File: src/rtl/i2c_ctl_pkg.sv
// Shared definitions for the I2C control register.
// Bit positions are fixed by software and must not move.
package i2c_ctl_pkg;
    localparam int NUM_CTL   = 6;
    localparam int BIT_IRQEN = 0;
    localparam int BIT_STO   = 1;
    localparam int BIT_ACK   = 2;
    localparam int BIT_STA   = 3;
    localparam int BIT_GCEN  = 4;
    localparam int BIT_PE    = 5;

    // Packed so that field order matches bit order (pe = bit 5 .. irq_en = bit 0)
    typedef struct packed {
        logic pe;
        logic gc_en;
        logic sta;
        logic ack;
        logic sto;
        logic irq_en;
    } ctl_t;
endpackage

File: src/rtl/i2c_ctl_wrdec.sv
// Write decoder: turns a bus write into load commands.
// It assumes pe_q is the enable bit currently stored.
// A write while disabled may only raise PE. A write while enabled loads all control bits.
module i2c_ctl_wrdec
    import i2c_ctl_pkg::*;
#(
    parameter int DATA_W = 8
) (
    input  logic              pe_q,
    input  logic              wr_en,
    input  logic [DATA_W-1:0] wr_data,
    output logic              load_all,
    output logic              load_pe_only,
    output ctl_t              wr_val
);
    // Decode the write into its load kind and field value
    always_comb begin
        wr_val       = ctl_t'(wr_data[NUM_CTL-1:0]);
        load_all     = wr_en && pe_q;
        load_pe_only = wr_en && !pe_q && wr_data[BIT_PE];
    end
endmodule

File: src/rtl/i2c_ctl_regbits.sv
// Control bit storage with the hardware clear rules.
// A hardware clear of STA or STO wins over a bus write in the same cycle.
// Bits other than PE and STO are stored as 0 whenever the next PE is 0.
module i2c_ctl_regbits
    import i2c_ctl_pkg::*;
(
    input  logic clk,
    input  logic rst_n,
    input  logic load_all,
    input  logic load_pe_only,
    input  ctl_t wr_val,
    input  logic start_sent,
    input  logic stop_sent,
    input  logic is_master,
    output ctl_t q
);
    ctl_t               nxt;
    logic [NUM_CTL-1:0] nxt_v;
    logic [NUM_CTL-1:0] q_v;

    // Next value before the enable gating is applied
    always_comb begin
        nxt = q;
        if (load_pe_only) nxt.pe = 1'b1;
        if (load_all)     nxt    = wr_val;
        if (start_sent)   nxt.sta = 1'b0;
        if (stop_sent && is_master) nxt.sto = 1'b0;
        nxt_v = nxt;
    end

    // One flop per bit; PE and STO are kept as they are, the rest are gated by the next PE
    for (genvar i = 0; i < NUM_CTL; i++) begin : g_bit
        if (i == BIT_PE || i == BIT_STO) begin : g_plain
            always_ff @(posedge clk) begin
                if (!rst_n) q_v[i] <= 1'b0;
                else        q_v[i] <= nxt_v[i];
            end
        end else begin : g_gated
            always_ff @(posedge clk) begin
                if (!rst_n) q_v[i] <= 1'b0;
                else        q_v[i] <= nxt_v[i] & nxt_v[BIT_PE];
            end
        end
    end

    assign q = ctl_t'(q_v);


    pe_first_write_chk: assert property (@(posedge clk) disable iff (!rst_n)
        (load_pe_only && !(stop_sent && is_master)) |=>
            (q.pe && !q.gc_en && !q.sta && !q.ack && !q.irq_en && $stable(q.sto)));

    sta_self_clear_chk: assert property (@(posedge clk) disable iff (!rst_n)
        start_sent |=> !q.sta);

    sto_master_clear_chk: assert property (@(posedge clk) disable iff (!rst_n)
        (stop_sent && is_master) |=> !q.sto);

    sto_slave_hold_chk: assert property (@(posedge clk) disable iff (!rst_n)
        (q.sto && !is_master && !load_all) |=> q.sto);

    disabled_zero_chk: assert property (@(posedge clk) disable iff (!rst_n)
        (!load_all && !load_pe_only && !q.pe) |=> (!q.gc_en && !q.sta && !q.ack && !q.irq_en));
endmodule

File: src/rtl/i2c_ctl_evout.sv
// Output stage: drives the engine controls, the SCL hold request, the interrupt and the general-call match.
// All engine-facing outputs are released while PE is 0.
module i2c_ctl_evout
    import i2c_ctl_pkg::*;
#(
    parameter int ADDR_W  = 8,
    parameter int GC_ADDR = 0
) (
    input  logic              clk,
    input  logic              rst_n,
    input  ctl_t              q,
    input  logic              start_sent,
    input  logic              flag_sb,
    input  logic              flag_btf,
    input  logic              flag_addr,
    input  logic              addr_valid,
    input  logic [ADDR_W-1:0] addr_byte,
    output logic              start_req,
    output logic              stop_req,
    output logic              ack_en,
    output logic              scl_hold,
    output logic              irq,
    output logic              gc_hit
);
    localparam logic [ADDR_W-1:0] GC_MATCH = ADDR_W'(GC_ADDR);
    localparam logic [ADDR_W-1:0] GC_NEAR  = ADDR_W'(GC_ADDR + 1);

    logic any_flag;

    // Combine the flags, gate the controls and match the general-call address
    always_comb begin
        any_flag  = flag_sb || flag_btf || flag_addr;
        start_req = q.sta;
        ack_en    = q.ack;
        stop_req  = q.pe && q.sto;
        scl_hold  = q.pe && any_flag;
        irq       = q.irq_en && (any_flag || start_sent);
        gc_hit    = q.pe && q.gc_en && addr_valid && (addr_byte == GC_MATCH);
    end


    hold_released_chk: assert property (@(posedge clk) disable iff (!rst_n)
        !q.pe |-> !scl_hold);

    irq_gated_chk: assert property (@(posedge clk) disable iff (!rst_n)
        !q.irq_en |-> !irq);

    gc_neighbour_chk: assert property (@(posedge clk) disable iff (!rst_n)
        (addr_valid && addr_byte == GC_NEAR) |-> !gc_hit);

    stop_released_chk: assert property (@(posedge clk) disable iff (!rst_n)
        !q.pe |-> (!stop_req && !gc_hit && !irq));
endmodule

File: src/rtl/i2c_ctl_reg.sv
// Top of the I2C control register: write decode, bit storage and output stage.
// Reads are combinational and have no side effects.
// Assumes DATA_W >= 6 so that all control bits fit on the bus.
module i2c_ctl_reg
    import i2c_ctl_pkg::*;
#(
    parameter int DATA_W  = 8,
    parameter int ADDR_W  = 8,
    parameter int GC_ADDR = 0
) (
    input  logic              clk,
    input  logic              rst_n,
    input  logic              wr_en,
    input  logic [DATA_W-1:0] wr_data,
    output logic [DATA_W-1:0] rd_data,
    input  logic              start_sent,
    input  logic              stop_sent,
    input  logic              is_master,
    input  logic              flag_sb,
    input  logic              flag_btf,
    input  logic              flag_addr,
    input  logic              addr_valid,
    input  logic [ADDR_W-1:0] addr_byte,
    output logic              pe,
    output logic              gc_en,
    output logic              start_req,
    output logic              stop_req,
    output logic              ack_en,
    output logic              irq_en,
    output logic              scl_hold,
    output logic              irq,
    output logic              gc_hit
);
    localparam int PAD_W = DATA_W - NUM_CTL;

    ctl_t q;
    ctl_t wr_val;
    logic load_all;
    logic load_pe_only;

    i2c_ctl_wrdec #(.DATA_W(DATA_W)) u_wrdec (
        .pe_q         (q.pe),
        .wr_en        (wr_en),
        .wr_data      (wr_data),
        .load_all     (load_all),
        .load_pe_only (load_pe_only),
        .wr_val       (wr_val)
    );

    i2c_ctl_regbits u_bits (
        .clk          (clk),
        .rst_n        (rst_n),
        .load_all     (load_all),
        .load_pe_only (load_pe_only),
        .wr_val       (wr_val),
        .start_sent   (start_sent),
        .stop_sent    (stop_sent),
        .is_master    (is_master),
        .q            (q)
    );

    i2c_ctl_evout #(.ADDR_W(ADDR_W), .GC_ADDR(GC_ADDR)) u_out (
        .clk        (clk),
        .rst_n      (rst_n),
        .q          (q),
        .start_sent (start_sent),
        .flag_sb    (flag_sb),
        .flag_btf   (flag_btf),
        .flag_addr  (flag_addr),
        .addr_valid (addr_valid),
        .addr_byte  (addr_byte),
        .start_req  (start_req),
        .stop_req   (stop_req),
        .ack_en     (ack_en),
        .scl_hold   (scl_hold),
        .irq        (irq),
        .gc_hit     (gc_hit)
    );

    // Read view with the reserved bits tied low, plus the plain bit outputs
    always_comb begin
        rd_data = {{PAD_W{1'b0}}, q};
        pe      = q.pe;
        gc_en   = q.gc_en;
        irq_en  = q.irq_en;
    end


    reserved_zero_chk: assert property (@(posedge clk) disable iff (!rst_n)
        rd_data[DATA_W-1:NUM_CTL] == '0);

    hw_clear_wins_chk: assert property (@(posedge clk) disable iff (!rst_n)
        (wr_en && start_sent) |=> !start_req);
endmodule

File: config.mk
export PLATFORM = sky130hd
export DESIGN_NAME = i2c_ctl_reg
export DESIGN_NICKNAME = d
export VERILOG_FILES = /design/src/rtl/i2c_ctl_pkg.sv /design/src/rtl/i2c_ctl_wrdec.sv /design/src/rtl/i2c_ctl_regbits.sv /design/src/rtl/i2c_ctl_evout.sv /design/src/rtl/i2c_ctl_reg.sv
export SDC_FILE = /design/constraint.sdc
export NUM_CORES = 1
export LEC_CHECK = 0
export BUFFER_PORTS_ARGS = -buffer_cell sky130_fd_sc_hd__buf_2
export CORE_AREA = 2 2 39 41
export DETAILED_ROUTE_END_ITERATION = 8
export DIE_AREA = 0 0 41 43
export GPL_TIMING_DRIVEN = 0
export PLACE_DENSITY = 0.71
export SKIP_LAST_GASP = 1
export SLEW_MARGIN = 5
export SYNTH_ARGS = -nofsm -noshare
export SYNTH_HDL_FRONTEND = slang
export SYNTH_SLANG_ARGS = --single-unit
File: constraint.sdc
create_clock -name clk -period 1.4 [get_ports clk]
set_input_delay 0.28 -clock clk [delete_from_list [all_inputs] [get_ports clk]]
set_output_delay 0.28 -clock clk [all_outputs]
set_load 0.02 [all_outputs]
==> results of run 1 <==
-- layout by cell type (no fill, tap or decap), types with 2 or more instances in the layout --
master	instances
a21bo_2	3
dfxtp_1	5
buf_2	37
clkbuf_4	3
conb_1	2
a2111oi_2	2
buf_4	8
buf_6	2
a211oi_1	3
nand3_1	4
-- cell type report --
cell class / count / area (um2)
Sequential cell: 6 / 124
Clock buffer: 3 / 22.5
Fill cell: 142 / 728
Buffer: 8 / 63.8
Tap cell: 16 / 20.0
Multi-Input combinational cell: 26 / 218
Timing Repair Buffer: 39 / 204
Inverter: 1 / 3.75
-- per-layer routing --
metal | vias to the layer above | share of wire, % | wire length (um)
li1 | 231 | - | -
met1 | 200 | 39 | 409
met2 | 25 | 47 | 492
met3 | 2 | 14 | 142
met4 | 0 | 0.67 | 7
met5 | - | 0 | 0
-- cells by family after synthesis --
| family | count (synthesis) | synth area share, % |
|---|---|---|
| flip-flops | 6 | 30.7 |
| buffers and inverters | 10 | 18.5 |
| other | 1 | 0.958 |
| AND/OR/NAND/NOR | 11 | 17.3 |
| multiplexers | 1 | 2.56 |
| AO/OA/AOI/OAI | 12 | 30.0 |
-- final timing paths --
path,endpoint,cells after the start,slack [ns]
setup / recovery,gc_hit,4,-0.06
hold / removal,u_bits.q[1]$_SDFFE_PP0N_,2,0.22
setup reg to reg,u_bits.q[3]$_SDFF_PN0_,3,0.28
hold reg to reg,u_bits.q[1]$_SDFFE_PP0N_,2,0.56
-- power by group --
| part | internal, mW | total [mW] | switching [mW] |
|---|---|---|---|
| sequential | 0.174 | 0.176 | 0.00189 |
| clock | 0.0972 | 0.163 | 0.0654 |
| combinational | 0.0487 | 0.101 | 0.0518 |
-- what timing repair did --
action                                  CTS  global route
cloned                                    0             0
endpoints found under the setup margin    3             1
resized for setup                         4             0
hold endpoints to repair                  0             0
buffers inserted                          1             0
-- worst max-delay path, stage by stage --
cell and delay, ns:
buf_2 0.10, or4_4 0.53, nor3_4 0.14, buf_6 0.14
==> key figures, run 1 <==
Routing
  – Vias: 458
  – Iter 0 DRT Violations: 1
  – Pre-antenna DRT Iters: 2
  – DRT antenna net count: 0
  – Via-to-Cell Ratio: 4.63
  – Post-Route WL: 1050 um
  – WL/cell: 10.6 um
  – DRC: 0

Yosys
  – Post-synthesis sequential area ratio: 30.7%
  – Mapped cell area: 392 um2
  – YS warnings: 0
  – Share of the synthesized area in the top cell type: 30.7%
  – Number of flops mapped to enable cells by yosys: 0
  – Gate Count Post-Synth: 41
  – Most frequent cell after synthesis: buf_4
  – Main synth FF type: dfxtp_1
  – Syn Area/Cell: 9.55 um2
  – List of most frequent post-synthesis cells: 7 x buf_4, 6 x dfxtp_1, 4 x nand3_1, 3 x a211oi_1, 3 x a21bo_2
  – Flops & latches, synth: 6
  – Ranking of synthesized cells by area: dfxtp_1 31%, buf_4 13%, a21bo_2 7.7%, a2111oi_2 7.7%, a211oi_1 5.8%
  – Yosys cell types: 22
  – Post-synth top area cell: dfxtp_1
  – Ys async rst share: 0%

Setup path
  – Critical path data arrival time: 1.18 ns
  – Worst path required time: 1.12 ns
  – Worst r2r src: u_bits.q[5]$_SDFF_PN0_
  – Worst Path Max Fanout: 1
  – Crit. End Element: output port
  – Critical path class: in2out
  – Startpoint types: primary input
  – CP Launch Point: addr_byte[1]

Clock network
  – CTS root buf: clkbuf_4
  – Max Root-Sink Buffers: 2
  – H-tree depth: 1
  – CTS hold repair buffers: 0
  – CTS clk-pin slew, worst paths: 0.05 ns
  – Clk Latency, worst-skew pair: 0.24 ns
  – CTS tree: done
  – CTS Sinks: 6
  – CTS Buf Count: 3

Flow run
  – Max Cap Viol: 0

Finish
  – Area delta synth->final: 67.4%
  – End-of-flow core utilization: 47.4%
  – ANT cells: 0
  – Final net count: 111
  – Layout cell share with drive strength beyond 1: 71.1%
  – Final Non-Filler Cells: 99
  – Max reg flops: 6
  – Design area: 656 um2

Die
  – Die width: 41 um
  – Core Region: 1380 um2
  – Initial Util: 28.3%
  – Die Area: 1760 um2
  – Num ports: 43
  – Die span in y: 43 um
  – Row count: 14

Global route
  – Grt met3 use: 4.19%
  – Busiest grt layer: met2
  – Total GRT Usage: 11.7%
  – Vias in the first global route: 402
  – Met2 usage: 19.1%
  – Met1 usage: 11.6%
  – First-pass GRT wire length: 1410 um
  – Initial antenna violation count: 0
  – GR Overflow Total: 0
  – Largest net degree at the start of global routing: 16

Placement
  – Dpl ws: -0.135 ns
  – Cell Area, Placed: 618 um2
  – Port bufs: 38
  – Placed cells: 96
  – Post-DP HPWL: 833 um
  – Placer Congestion: 0.632

Pwr
  – Design Power: 0.439 mW
  – Leak: 0.357 nW
  – Power density cells: 670 nW/um2
  – VDD IR max: 0.254 mV

STA
  – Hold Slack: 0.217 ns
  – RSZ-0062 raised after global routing: true
  – Clock Skew: 0.00431 ns
  – Final period util: 104%
  – Setup TNS: -0.0619 ns
  – Fmax: 684 MHz
  – Final min period: 1.46 ns
  – Worst setup margin: -0.0619 ns
  – Max Slew Vio Count: 0
  – Fin. Hold Viols: 0
  – Setup Viol. Count Final: 1

Outcome
  – Outcome: finished, violations left
  – Violated checks: setup timing

Min path
  – Hold Crit Class: in2reg
  – HP Start: is_master
(Power assumes the default switching activity.)
==> run 2: changes to the inputs <==
==> constraint.sdc (replaced) <==
create_clock -name clk -period 1.4 [get_ports clk]
set_input_delay 0.28 -clock clk [delete_from_list [all_inputs] [get_ports clk]]
set_output_delay 0.28 -clock clk [all_outputs]
set_load 0.01 [all_outputs]
==> run 2 against run 1 <==
Against the previous run:
- first-iteration DRC count rose to 5.0 times the previous value
- highest routed layer is now met3
- register-to-register slack about the same
- worst hold slack lost 0.0016 ns
- the flow still finishes with violations (setup timing)
- via count fell by 1.1%
- flip-flop and latch count did not move
- worst setup slack got worse by 0.041 ns
- clock-buffer cell count stayed put
- largest cell class unchanged
==> key figures, run 2 (synthesized netlist as in run 1, its figures left out) <==
Routing
  – Iter 0 DRT Violations: 5 (+4)
  – Post-Route WL: 1160 um (+11%)
  – Vias: 453 (-1.1%)
  – Via-to-Cell Ratio: 4.44 (-4.0%)
  – DRT antenna net count: 0 (unchanged)
  – DRC: 0 (unchanged)
  – WL/cell: 11.4 um (+7.4%)
  – Pre-antenna DRT Iters: 3 (+1)

Pwr
  – Clock share of power: 36.9% (about the same)
  – Power density cells: 650 nW/um2 (-2.9%)
  – Design Power: 0.446 mW (+1.5%)
  – Switching share of power: 25.7% (-1.4 points)
  – Pint: 0.331 mW (+3.5%)
  – Combinational share of power: 23.5% (+0.6 points)
  – Leak: 0.364 nW (+2.0%)
  – Seq pwr share: 39.5% (-0.6 points)
  – Switch Pwr: 0.115 mW (-3.7%)
  – VDD IR max: 0.247 mV (-2.8%)

Finish
  – Final net count: 114 (+2.7%)
  – Layout cell share with drive strength beyond 1: 72.1% (+1.0 points)
  – Most frequent cells in the layout: 36 x buf_2, 9 x buf_4, 5 x buf_6, 5 x dfxtp_1, 4 x nand3_1
  – Design area: 686 um2 (+4.6%)
  – Multi-input gate area in the final layout: 211 um2 (-2.9%)
  – Final Non-Filler Cells: 102 (+3.0%)
  – Fillers: 146 (+2.8%)
  – End-of-flow core utilization: 49.5% (+2.2 points)
  – ANT cells: 0 (unchanged)
  – Area delta synth->final: 75.1%
  – Commonest non-fill, non-tap cell in the layout: buf_2
  – Max reg flops: 6 (unchanged)
  – Register Area: 124 um2 (unchanged)

Setup path
  – Startpoint types: primary input
  – Critical path data arrival time: 1.22 ns (+0.04 ns)
  – Worst r2r path cells: 3 (unchanged)
  – Worst r2r src: u_bits.q[5]$_SDFF_PN0_
  – Critical path class: in2out
  – Worst path required time: 1.12 ns (about the same)
  – Crit. End Element: output port
  – R2r endpoint: u_bits.q[4]$_SDFF_PN0_
  – Reg2Reg Setup Slack: 0.28 ns (about the same)
  – Worst Path Max Fanout: 1 (unchanged)

STA
  – Fin. Hold Viols: 0 (unchanged)
  – Max Slew Vio Count: 0 (unchanged)
  – Setup Viol. Count Final: 1 (unchanged)
  – Setup TNS: -0.103 ns (-0.0413 ns)
  – Final min period: 1.50 ns (+0.0413 ns)
  – Final period util: 107% (+2.9 points)
  – Slew @ Worst Pin: 0.498 ns
  – Fmax: 665 MHz (-2.7%)
  – Clock Skew: 0.000639 ns (-0.00367 ns)
  – Worst setup margin: -0.103 ns (-0.0413 ns)
  – RSZ-0062 raised after global routing: true
  – Relative slew slack: 65.8%

Global route
  – Largest net degree at the start of global routing: 11 (-5)
  – First-pass GRT wire length: 1510 um (+7.4%)
  – Initial antenna violation count: 0 (unchanged)
  – GR Overflow Total: 0 (unchanged)
  – Total GRT Usage: 13.4% (+1.6 points)
  – Vias in the first global route: 388 (-3.5%)

Placement
  – Port bufs: 38 (unchanged)
  – Placed cells: 96 (unchanged)
  – Cell Area, Placed: 606 um2 (-2.0%)
  – Placer Congestion: 0.581 (-8.0%)

Min path
  – Hold path depth: 2 (unchanged)
  – Hold Crit Class: in2reg
  – Hold Path End: u_bits.q[1]$_SDFFE_PP0N_
  – HP Start: is_master

Flow run
  – Max Cap Viol: 0 (unchanged)

Clock network
  – CTS root buf: clkbuf_4
  – CTS tree: done
  – CTS Buf Count: 3 (unchanged)
  – CTS Sinks: 6 (unchanged)
  – Clk Latency, worst-skew pair: 0.25 ns (about the same)
  – H-tree depth: 1 (unchanged)
  – CTS clk-pin slew, worst paths: 0.05 ns (about the same)
  – Max Root-Sink Buffers: 2 (unchanged)

Outcome
  – Outcome: finished, violations left
  – Violated checks: setup timing

Die
  – Core Region: 1380 um2 (unchanged)
  – Die Area: 1760 um2 (unchanged)
  – Row count: 14 (unchanged)
  – Die width: 41 um (unchanged)
  – Die span in y: 43 um (unchanged)
  – Initial Util: 28.3% (unchanged)
  – Num ports: 43 (unchanged)
run 2: cell types whose count changed in the layout (fill, tap and decap cells not counted), sizes merged:
cell,delta
buf,+3
run 2: worst max-delay path by stage:
| stage | start | end | slack, ns | cells past startpoint |
|---|---|---|---|---|
| 3_5_place_dp | addr_byte[1] | gc_hit | -0.08 | 4 |
| 4_1_cts | addr_byte[6] | gc_hit | -0.04 | 4 |
| 3_3_place_gp | addr_byte[1] | gc_hit | -0.07 | 4 |
| 2_1_floorplan | addr_byte[1] | gc_hit | 0.02 | 2 |
| 5_1_grt | addr_byte[1] | gc_hit | -0.11 | 4 |
| 6_report | addr_byte[1] | gc_hit | -0.10 | 4 |
run 2: metal layers:
layer / track usage (%) / part of all wire, % / vias to the layer above
met4: 10.0 / 0 / 0
li1: - / - / 235
met5: 0 / 0 / -
met3: 4.71 / 7.1 / 0
met2: 20.3 / 58 / 15
met1: 14.2 / 35 / 203
run 2: critical path, cell delays in order:
cell	delay, ns
buf_6	0.09
or4_4	0.52
nor3_2	0.18
buf_2	0.16
run 2: final cells by class:
type,count,area share [%]
buffer,9,10.9
clock buffer,3,3.28
inverter,1,0.547
multi-input combinational,26,30.8
sequential,6,18.1
tap,16,2.92
timing repair buffer,41,33.4
run 2: what timing repair did:
item	in CTS	in global routing
gates resized for setup	5	4
pin swaps	2	2
endpoints found under the setup margin	3	2
cloned	0	0
buffers inserted	3	0
hold buffers	0	0
run 2: power by group through the flow:
stage	combinational, mW	clock [mW]	sequential (mW)
2_1_floorplan	0.0395	0	0.183
3_3_place_gp	0.0855	0	0.182
3_5_place_dp	0.0866	0	0.182
4_1_cts	0.0995	0.173	0.176
5_1_grt	0.114	0.184	0.176
6_report	0.105	0.165	0.176
run 2: through the flow:
step,hold slack (ns),setup WS (ns)
2_1_floorplan,0.360,0.0238
3_3_place_gp,0.471,-0.0680
3_5_place_dp,0.474,-0.0843
4_1_cts,0.208,-0.0403
5_1_grt,0.210,-0.111
6_report,0.216,-0.103
==> run 3: changes to the inputs <==
ABC_AREA = 1   (was unset)
CORE_AREA = unset   (was 2 2 39 41)
CORE_UTILIZATION = 34   (was unset)
DIE_AREA = unset   (was 0 0 41 43)
PLACE_DENSITY = 0.76   (was 0.71)
==> run 3 against run 2 <==
Against the previous run:
- the flow now finishes without violations
- global-route usage grew 1.1 points
- critical endpoint unchanged
- sequential share of layout area decreased by 0.30 points
- largest power group unchanged
- maximum frequency grew 16%
- cell count rose by 28%
- clock-buffer cell count unchanged
- flip-flop and latch count stayed put
- synthesized cell count is 83% higher
- register-to-register slack improved by 0.13 ns
- largest cell class unchanged
- worst hold slack better by 0.051 ns
==> key figures, run 3 <==
Routing
  – Vias: 531 (+17%)
  – Post-Route WL: 949 um (-18%)
  – Via-to-Cell Ratio: 4.05 (-8.7%)
  – WL/cell: 7.24 um (-36%)
  – Pre-antenna DRT Iters: 4 (+1)
  – DRC: 0 (unchanged)
  – DRT antenna net count: 0 (unchanged)
  – Iter 0 DRT Violations: 2 (-3)

STA
  – Max Slew Vio Count: 0 (unchanged)
  – Hold Slack: 0.267 ns (+0.0510 ns)
  – Worst setup margin: 0.108 ns (+0.211 ns)
  – Clock Skew: 0.00300 ns (+0.00236 ns)
  – Final period util: 92.3% (-15 points)
  – Setup TNS: 0 ns (+0.103 ns)
  – RSZ-0062 raised after global routing: false
  – Final min period: 1.29 ns (-0.211 ns)
  – Setup Viol. Count Final: 0 (-1)
  – Fmax: 774 MHz (+16%)
  – Fin. Hold Viols: 0 (unchanged)

Die
  – Row count: 12 (-2)
  – Initial Util: 38.4% (+10 points)
  – Die Area: 1470 um2 (-17%)
  – Die span in y: 38.3 um (-11%)
  – Num ports: 43 (unchanged)
  – Die width: 38.3 um (-6.5%)
  – Core Region: 1170 um2 (-15%)

Placement
  – Dpl ws: 0.211 ns (+0.295 ns)
  – Port bufs: 37 (-2.6%)
  – Placer Congestion: 0.699 (+20%)
  – Post-DP HPWL: 775 um

Yosys
  – Yosys cell types: 15 (-32%)
  – List of most frequent post-synthesis cells: 20 x inv_1, 19 x nand2_1, 8 x nor2_1, 7 x buf_4
  – Share of the synthesized area in the top cell type: 26.7% (-3.9 points)
  – Number of flops mapped to enable cells by yosys: 0 (unchanged)
  – Flops & latches, synth: 6 (unchanged)
  – Main synth FF type: dfxtp_1
  – Post-synth top area cell: dfxtp_1
  – Gate Count Post-Synth: 75 (+83%)
  – YS warnings: 0 (unchanged)
  – Syn Area/Cell: 5.99 um2 (-37%)
  – Ys async rst share: 0% (unchanged)
  – Mapped cell area: 449 um2 (+15%)
  – Ranking of synthesized cells by area: dfxtp_1 27%, inv_1 17%, nand2_1 16%, buf_4 12%, nand3_1 6.7%
  – Post-synthesis sequential area ratio: 26.7% (-3.9 points)
  – Most frequent cell after synthesis: inv_1

Finish
  – Most frequent cells in the layout: 38 x buf_2, 20 x inv_1, 19 x nand2_1
  – Multi-input gate area in the final layout: 189 um2 (-11%)
  – Max reg flops: 6 (unchanged)
  – Commonest non-fill, non-tap cell in the layout: buf_2
  – Area delta synth->final: 52.1%
  – End-of-flow core utilization: 58.3% (+8.8 points)
  – ANT cells: 0 (unchanged)
  – Layout cell share with drive strength beyond 1: 46.2% (-26 points)
  – Final net count: 145 (+27%)
  – Register Area: 121 um2 (-2.0%)
  – Fillers: 120 (-18%)

Min path
  – Hold Crit Class: in2reg

Setup path
  – Worst Path Max Fanout: 4 (+3)
  – CP Launch Point: u_bits.q[4]$_SDFF_PN0_
  – Worst r2r path cells: 4 (+1)
  – Critical path class: reg2out
  – Reg2Reg Setup Slack: 0.41 ns (+0.13 ns)
  – Critical path data arrival time: 1.01 ns (-0.21 ns)
  – R2r endpoint: u_bits.q[3]$_SDFF_PN0_
  – Crit. End Element: output port
  – Worst r2r src: u_bits.q[5]$_SDFF_PN0_
  – Startpoint types: flop
  – Setup crit end: gc_hit
  – Worst path required time: 1.12 ns (about the same)

Clock network
  – H-tree depth: 1 (unchanged)
  – CTS Sinks: 6 (unchanged)
  – Clk Latency, worst-skew pair: 0.25 ns (about the same)
  – CTS Buf Count: 3 (unchanged)
  – CTS tree: done
  – CTS clk-pin slew, worst paths: 0.05 ns (about the same)
  – CTS root buf: clkbuf_4
  – Max Root-Sink Buffers: 2 (unchanged)

Pwr
  – Power density cells: 658 nW/um2 (+1.2%)
  – VDD IR max: 0.495 mV (+100%)
  – Clock share of power: 36.0% (-0.9 points)
  – Switching share of power: 26.4% (+0.71 points)
  – Leak: 0.460 nW (+26%)
  – Seq pwr share: 40.2% (+0.7 points)
  – Switch Pwr: 0.119 mW (+3.6%)
  – Pint: 0.331 mW (-0.15%)
  – Design Power: 0.449 mW (+0.82%)
  – Combinational share of power: 23.8% (+0.3 points)

Flow run
  – Max Cap Viol: 0 (unchanged)

Global route
  – Vias in the first global route: 426 (+9.8%)
  – Largest net degree at the start of global routing: 9 (-2)
  – Initial antenna violation count: 0 (unchanged)
  – First-pass GRT wire length: 1460 um (-3.2%)
  – Total GRT Usage: 14.5% (+1.1 points)
  – GR Overflow Total: 0 (unchanged)

Outcome
  – Outcome: finished clean
[run 3: logic make-up after synthesis]
logic type / count (synthesis) / synth area share (%)
other: 1 / 0.835
AND/OR/NAND/NOR: 37 / 37.9
flip-flops: 6 / 26.7
AO/OA/AOI/OAI: 2 / 2.51
buffers and inverters: 29 / 32.0
[run 3: routing by layer]
metal / vias to the layer above / wire, um / track usage [%]
met5: - / 0 / 0
met4: 0 / 0 / 6.03
met3: 0 / 118 / 7.56
met2: 32 / 424 / 25.0
met1: 208 / 405 / 14.5
li1: 291 / - / -
[run 3: how the worst min path moves through the flow]
stage                             startpoint  depth (start not counted)                       end  slack, ns
floorplan                              rst_n                          2  u_bits.q[1]$_SDFFE_PP0N_       0.40
global placement    u_bits.q[1]$_SDFFE_PP0N_                          2  u_bits.q[1]$_SDFFE_PP0N_       0.46
detailed placement  u_bits.q[1]$_SDFFE_PP0N_                          2  u_bits.q[1]$_SDFFE_PP0N_       0.46
CTS                                is_master                          4  u_bits.q[1]$_SDFFE_PP0N_       0.27
global route                       is_master                          4  u_bits.q[1]$_SDFFE_PP0N_       0.29
finish                             is_master                          4  u_bits.q[1]$_SDFFE_PP0N_       0.27
[run 3: worst max-delay path, cell delays in order, from the launching register on]
cell and delay (ns):
dfxtp_1 0.36, nand2_1 0.06, nor2_1 0.09, nand2_1 0.06
nor2_1 0.07, buf_2 0.13
[run 3: layout make-up]
type	instances	area share [%]
Inverter	20	11.0
Timing Repair Buffer	39	29.3
Tap cell	14	2.56
Sequential cell	6	17.8
Buffer	8	8.42
Multi-Input combinational cell	41	27.7
Clock buffer	3	3.30
[run 3: power by group through the flow]
| stage | registers, mW | logic, mW | clock network, mW |
|---|---|---|---|
| after floorplan | 0.184 | 0.0594 | 0 |
| after global placement | 0.182 | 0.105 | 0 |
| after detailed placement | 0.182 | 0.107 | 0 |
| after CTS | 0.180 | 0.111 | 0.169 |
| after global routing | 0.181 | 0.119 | 0.179 |
| final | 0.181 | 0.107 | 0.162 |
[run 3: per-stage QoR]
| stage | instances | area, um2 |
|---|---|---|
| 2_1_floorplan | 76 | 453 |
| 3_3_place_gp | 127 | 656 |
| 3_5_place_dp | 127 | 656 |
| 4_1_cts | 131 | 687 |
| 5_1_grt | 131 | 683 |
| 6_report | 131 | 683 |
[run 3: timing repair]
action / 4_1_cts / 5_1_grt
resized for setup: 1 / 0
setup endpoints to repair: 1 / 1
setup buffers: 1 / 1
hold buffers: 0 / 0
pin swaps: 0 / 1
